### src/rtl/fm_pkg.sv
package fm_pkg;

  typedef enum logic {
    DIV_IDLE = 1'b0,
    DIV_RUN  = 1'b1
  } div_state_e;

  // bits needed to hold values 0..v
  function automatic int width_for(input int v);
    return $clog2(v + 1);
  endfunction

endpackage

### src/rtl/fm_edge_sync.sv
module fm_edge_sync #(
  parameter int STAGES = 2
) (
  input  logic clk,
  input  logic rst_n,
  input  logic din,
  output logic rise
);

  // sh[STAGES-1] is the synchronised sample, sh[STAGES] the one before it
  logic [STAGES:0] sh;

  always_ff @(posedge clk or negedge rst_n) begin
    if (!rst_n) sh <= '0;
    else        sh <= {sh[STAGES-1:0], din};
  end

  assign rise = sh[STAGES-1] & ~sh[STAGES];

  // two rising edges are never reported back to back
  p_rise_gap_r7: assert property (@(posedge clk) disable iff (!rst_n)
    rise |=> !rise);

endmodule

### src/rtl/fm_period_counter.sv
module fm_period_counter #(
  parameter int PER_W = 16
) (
  input  logic             clk,
  input  logic             rst_n,
  input  logic             rise,
  output logic             meas,
  output logic             timeout,
  output logic [PER_W-1:0] period
);

  localparam logic [PER_W-1:0] SAT  = '1;
  localparam logic [PER_W-1:0] NEAR = SAT - PER_W'(1);

  logic [PER_W-1:0] cnt;
  logic             armed;

  always_ff @(posedge clk or negedge rst_n) begin
    if (!rst_n) begin
      cnt   <= '0;
      armed <= 1'b0;
    end else if (rise) begin
      cnt   <= PER_W'(1);
      armed <= 1'b1;
    end else if (cnt != SAT) begin
      cnt <= cnt + PER_W'(1);
      if (cnt == NEAR) armed <= 1'b0;
    end
  end

  assign meas    = rise && armed;
  assign timeout = !rise && (cnt == NEAR);
  assign period  = cnt;

  // a saturated count stays saturated until an edge arrives
  p_hold_sat_r5: assert property (@(posedge clk) disable iff (!rst_n)
    (cnt == SAT && !rise) |=> (cnt == SAT));

endmodule

### src/rtl/fm_recip_div.sv
module fm_recip_div
  import fm_pkg::*;
#(
  parameter int DVD = 200000,
  parameter int Q_W = 18,
  parameter int D_W = 16
) (
  input  logic           clk,
  input  logic           rst_n,
  input  logic           start,
  input  logic [D_W-1:0] divisor,
  output logic           busy,
  output logic           done,
  output logic [Q_W-1:0] quotient
);

  localparam int              STEP_W   = $clog2(Q_W + 1);
  localparam logic [Q_W-1:0]  DVD_BITS = Q_W'(DVD);

  div_state_e        st;
  logic [D_W-1:0]    rem;
  logic [D_W-1:0]    dsr;
  logic [Q_W-1:0]    q;
  logic [STEP_W-1:0] steps;
  logic [D_W:0]      trial;
  logic [D_W:0]      diff;

  always_comb begin
    trial = {rem, q[Q_W-1]};
    diff  = trial - {1'b0, dsr};
  end

  always_ff @(posedge clk or negedge rst_n) begin
    if (!rst_n) begin
      st    <= DIV_IDLE;
      rem   <= '0;
      dsr   <= '0;
      q     <= '0;
      steps <= '0;
      done  <= 1'b0;
    end else begin
      done <= 1'b0;
      case (st)
        DIV_IDLE: begin
          if (start) begin
            dsr   <= divisor;
            q     <= DVD_BITS;
            rem   <= '0;
            steps <= STEP_W'(Q_W);
            st    <= DIV_RUN;
          end
        end
        DIV_RUN: begin
          if (!diff[D_W]) begin
            rem <= diff[D_W-1:0];
            q   <= {q[Q_W-2:0], 1'b1};
          end else begin
            rem <= trial[D_W-1:0];
            q   <= {q[Q_W-2:0], 1'b0};
          end
          steps <= steps - STEP_W'(1);
          if (steps == STEP_W'(1)) begin
            st   <= DIV_IDLE;
            done <= 1'b1;
          end
        end
        default: st <= DIV_IDLE;
      endcase
    end
  end

  assign busy     = (st == DIV_RUN);
  assign quotient = q;

  // the finished quotient is the floor of dividend over divisor
  p_quot_bound_r3: assert property (@(posedge clk) disable iff (!rst_n)
    done |-> ((longint'(q) * longint'(dsr) <= longint'(DVD)) &&
              (longint'(DVD) < (longint'(q) + 1) * longint'(dsr))));

endmodule

### src/rtl/fm_lane.sv
module fm_lane #(
  parameter int REF_KHZ     = 200000,
  parameter int RES_W       = 18,
  parameter int PER_W       = 16,
  parameter int SYNC_STAGES = 2
) (
  input  logic             clk,
  input  logic             rst_n,
  input  logic             sig,
  output logic             out_valid,
  output logic [RES_W-1:0] out_khz
);

  logic             rise;
  logic             meas;
  logic             timeout;
  logic [PER_W-1:0] period;
  logic             busy;
  logic             done;
  logic [RES_W-1:0] quotient;
  logic             start;

  fm_edge_sync #(.STAGES(SYNC_STAGES)) u_sync (
    .clk(clk), .rst_n(rst_n), .din(sig), .rise(rise)
  );

  fm_period_counter #(.PER_W(PER_W)) u_cnt (
    .clk(clk), .rst_n(rst_n), .rise(rise),
    .meas(meas), .timeout(timeout), .period(period)
  );

  // an edge that lands while the divider works is dropped
  assign start = meas && !busy;

  fm_recip_div #(.DVD(REF_KHZ), .Q_W(RES_W), .D_W(PER_W)) u_div (
    .clk(clk), .rst_n(rst_n), .start(start), .divisor(period),
    .busy(busy), .done(done), .quotient(quotient)
  );

  always_ff @(posedge clk or negedge rst_n) begin
    if (!rst_n) begin
      out_valid <= 1'b0;
      out_khz   <= '0;
    end else begin
      out_valid <= timeout | done;
      if (timeout)   out_khz <= '0;
      else if (done) out_khz <= quotient;
    end
  end

  // each result strobe lasts one cycle
  p_one_cycle_r4: assert property (@(posedge clk) disable iff (!rst_n)
    out_valid |=> !out_valid);

  // a timeout never coincides with a finished division
  p_no_collide_r5: assert property (@(posedge clk) disable iff (!rst_n)
    !(timeout && done));

endmodule

### src/rtl/quad_recip_freq_meter.sv
module quad_recip_freq_meter #(
  parameter int LANES       = 4,
  parameter int REF_KHZ     = 200000,
  parameter int PER_W       = 16,
  parameter int SYNC_STAGES = 2,
  parameter int RES_W       = fm_pkg::width_for(REF_KHZ)
) (
  input  logic                   clk,
  input  logic                   rst_n,
  input  logic [LANES-1:0]       sig_in,
  output logic [LANES-1:0]       khz_valid,
  output logic [LANES*RES_W-1:0] khz_out
);

  for (genvar g = 0; g < LANES; g++) begin : g_lane
    fm_lane #(
      .REF_KHZ(REF_KHZ), .RES_W(RES_W), .PER_W(PER_W), .SYNC_STAGES(SYNC_STAGES)
    ) u_lane (
      .clk(clk),
      .rst_n(rst_n),
      .sig(sig_in[g]),
      .out_valid(khz_valid[g]),
      .out_khz(khz_out[g*RES_W +: RES_W])
    );
  end

endmodule

### config.mk
export PLATFORM = sky130hd
export DESIGN_NAME = quad_recip_freq_meter
export DESIGN_NICKNAME = d
export VERILOG_FILES = /design/src/rtl/fm_pkg.sv /design/src/rtl/fm_edge_sync.sv /design/src/rtl/fm_period_counter.sv /design/src/rtl/fm_recip_div.sv /design/src/rtl/fm_lane.sv /design/src/rtl/quad_recip_freq_meter.sv
export SDC_FILE = /design/constraint.sdc
export NUM_CORES = 1
export LEC_CHECK = 0
export BUFFER_PORTS_ARGS = -buffer_cell sky130_fd_sc_hd__buf_2
export CORE_MARGIN = 3
export CORE_UTILIZATION = 45
export DETAILED_ROUTE_END_ITERATION = 6
export PLACE_DENSITY = 0.62
export RECOVER_POWER = 25
export SLEW_MARGIN = 20
export SYNTH_ARGS = -nofsm -noshare
export SYNTH_HDL_FRONTEND = slang
export SYNTH_SLANG_ARGS = --single-unit
### constraint.sdc
create_clock -name clk -period 2.8 [get_ports clk]
set_input_delay 0.14 -clock clk [delete_from_list [all_inputs] [get_ports clk]]
set_output_delay 0.14 -clock clk [all_outputs]
set_load 0.03 [all_outputs]
==> results.txt <==
initial antenna violation count: 0
die width: 212.0 um
total CTS buffers: 42
RSZ-0062 raised after global routing: true
TNS Setup: -390.6 ps
r2r setup slk: -70 ps
top-area cell type share of the netlist area: 50.34%
CP cell instances: inv_2 -> ha_4 -> inv_2 -> fa_2 -> a21o_1 -> a221oi_4 -> buf_6 -> nor2_4 -> o41ai_4 -> nor2_4 -> buf_12 -> a32oi_2 -> o31ai_1
CP max stage cell: o41ai_4
I/O pin count: 82
Synth Flop Type: dfrtp_1
core area: 41390 um2
Mapped Area: 19090 um2
DIE HEIGHT: 212.0 um
met3 wire len: 1454 um
#FFs+latches synth: 384
WL met1: 19410 um
Final Hold Viols: 0
largest net degree at the start of global routing: 82
placed cells: 2499
CP max FO: 7
worst hold-check path type: primary input to flop
Hold Path Sink: g_lane[1].u_lane.u_sync.sh[0]
layout cells sized above 1: 13.18%
Root Driver: clkbuf_16
number of diodes: 0
clock sink count: 384
final WL: 40190 um
Max-cap violations: 1
H-tree level count: 2
most frequent cell after synthesis: dfrtp_1
synthesized area per cell: 9.953 um2
antenna-violating nets left: 0
Synth area leader: dfrtp_1
Setup WS pre-CTS: -90.90 ps
Yosys cell types: 79
Max Fclk: 348.4 MHz
Hold Path Depth: 2
Site Rows: 74
Via Count: 13970
Filler cells: 3716
Worst-path clk slew: 60 ps
worst-margin pin slew: 2234 ps
Worst EP required: 3210 ps
vias in the first global route: 13970
ys async rst share: 100.0%
DR vias/cell: 5.398
Initial DRC Count: 788
top post-synthesis cells by count: dfrtp_1 (384), nand2_1 (220), nor2_1 (194)
status: finished, violations left
Mapped Cells: 1918
failing checks: max-capacitance violations, max-slew violations, negative setup slack
EDFF count, synth: 0
Initial Util: 46.12%
Final WS setup: -70.00 ps
minimum clock period: 2870 ps
Layout area overhead: 15.07%
Reg2Reg Depth: 13
area occupied by multi-input gates: 8820 um2
launch point of the worst reg-to-reg path: g_lane[1].u_lane.u_div.quotient[17]
LEAKAGE: 0.009931 uW
IO buf count: 81
worst hold start: sig_in[1]
worst path arrival time: 3280 ps
Die ar.: 44930 um2
Nets: 2118
Post-Route Skew: 17.83 ps
RePlAce Congestion: 0.8662
final period utilization: 102.5%
Slew Viols, Final: 78
FF/Latch Area: 9609 um2
WL/cell: 15.53 um
fin cells: 2588
area of placed instances: 20330 um2
IR Drop Worst-Case VDD: 0.5599 mV
DP Wirelength: 27770 um
TritonCTS clock tree: done
Reg2Reg Capture Point: g_lane[1].u_lane.u_div.rem[13]
gr ovfl total: 0
later-pin clock latency in the skew report: 550 ps
global-route wire length before repair: 70060 um
all-layer global routing usage: 18.53%
ranking of synthesized cells by area: dfrtp_1 (50%), ha_1 (5.2%), mux2i_1 (4.6%)
slew margin rel.: -48.90%
power density over cell area: 1328 nW/um2
met2 WL post-DR: 18540 um
clock tree buffer depth: 3
setup violators final: 14
post-synthesis sequential area ratio: 50.34%
Setup crit start kind: flop
Crit path largest cell delay: 400 ps
top sig layer: met4
worst setup path category: flop to flop
drt drc: 0
DRT Pass-1 Iters: 5
yosys warns: 0
CP endpoint kind: flop
Mapped Nets: 2008
cell area after layout: 21970 um2
[worst max-delay path by stage]
stage	start	endpoint	slack (ps)	cells after the start
after global placement	g_lane[1].u_lane.u_div.quotient[17]	g_lane[1].u_lane.u_div.rem[1]	-30	12
final	g_lane[1].u_lane.u_div.quotient[17]	g_lane[1].u_lane.u_div.rem[13]	-70	13
after detailed placement	g_lane[1].u_lane.u_div.quotient[17]	g_lane[1].u_lane.u_div.rem[1]	-90	12
after floorplan	g_lane[3].u_lane.u_div.quotient[17]	g_lane[3].u_lane.u_div.rem[11]	150	12
after CTS	g_lane[1].u_lane.u_div.quotient[17]	g_lane[1].u_lane.u_div.rem[1]	-7	12
after global routing	g_lane[1].u_lane.u_div.quotient[17]	g_lane[1].u_lane.u_div.rem[13]	-150	13
[layout by cell type (no fill, tap or decap), types with 15 or more instances in the layout]
cell and n:
dfrtp_1 384, nand2_1 220, nor2_1 190, o21ai_0 120
inv_1 115, mux2i_1 88, a21oi_1 81, buf_2 80
ha_1 78, nand3_1 57, xor2_1 56, buf_4 49
xnor2_1 44, clkbuf_16 44, a22o_1 36, o211ai_1 28
nand4_1 24, nand2b_1 23, and3_1 23, a21o_1 20
o21ai_1 20, a31oi_1 15
[through the flow]
step / hold WS [ps] / power [uW] / utilization, %
after CTS: 182.3 / 28930 / 52.70
final: 240.6 / 29170 / 53.08
after floorplan: -155.6 / 19490 / -
after global placement: 180.7 / 22630 / 49.13
after detailed placement: 184.9 / 23080 / 49.13
after global routing: 227.2 / 31600 / 53.08
[timing repair]
item,in CTS,in global routing
pin swaps,3,19
gates resized for setup,3,20
endpoints found under the hold margin,78,0
hold buffers,5,0
buffers inserted,0,10
cloned,1,1
endpoints found under the setup margin,21,57
[cells by family after synthesis]
family / share of synthesized area, %
XOR/XNOR: 4.903
flip-flops: 50.34
adder cells (fa/ha/maj): 5.663
multiplexers: 5.145
AO/OA/AOI/OAI: 14.95
buffers and inverters: 4.195
AND/OR/NAND/NOR: 14.81
[registers in the layout, summed over array words and instances, names as in the netlist]
signal,count
g_lane.u_lane.u_cnt.armed,4
g_lane.u_lane.u_div.rem,64
g_lane.u_lane.u_div.done,4
g_lane.u_lane.u_div.quotient,72
g_lane.u_lane.u_div.dsr,64
g_lane.u_lane.out_khz,72
g_lane.u_lane.u_div.busy,4
g_lane.u_lane.u_cnt.period,64
g_lane.u_lane.out_valid,4
g_lane.u_lane.u_sync.sh,12
g_lane.u_lane.u_div.steps,20
[critical path, delay by kind of cell, from the launching register on]
kind,cells,cell delay [ps]
AO/OA/AOI/OAI,5,1250
AND/OR/NAND/NOR,2,180
buffers and inverters,4,430
adder cells (fa/ha/maj),2,490
flip-flops,1,390
[per-layer routing]
layer / vias to the layer above / track usage, %
met5: - / 0
met4: 0 / 5.081
met3: 51 / 2.801
met2: 222 / 29.79
met1: 6802 / 26.33
li1: 6894 / -
[where the power goes]
part	leakage, uW	switching [uW]	total [uW]	internal, uW
combinational	0.00436	7900	14300	6380
clock	0.000694	2210	5590	3380
sequential	0.00488	1720	9300	7590
total	0.00993	11800	29200	17300
[layout make-up]
| class | count | share of cell area, % |
|---|---|---|
| flip-flops and latches | 384 | 43.74 |
| multi-input cells | 1332 | 40.15 |
| clock buffers | 56 | 5.485 |
| repair buffers | 149 | 4.710 |
| well taps | 532 | 3.030 |
| inverters | 119 | 2.033 |
| clock inverters | 16 | 0.8487 |
Note: power is estimated with default switching activity, not from simulation.
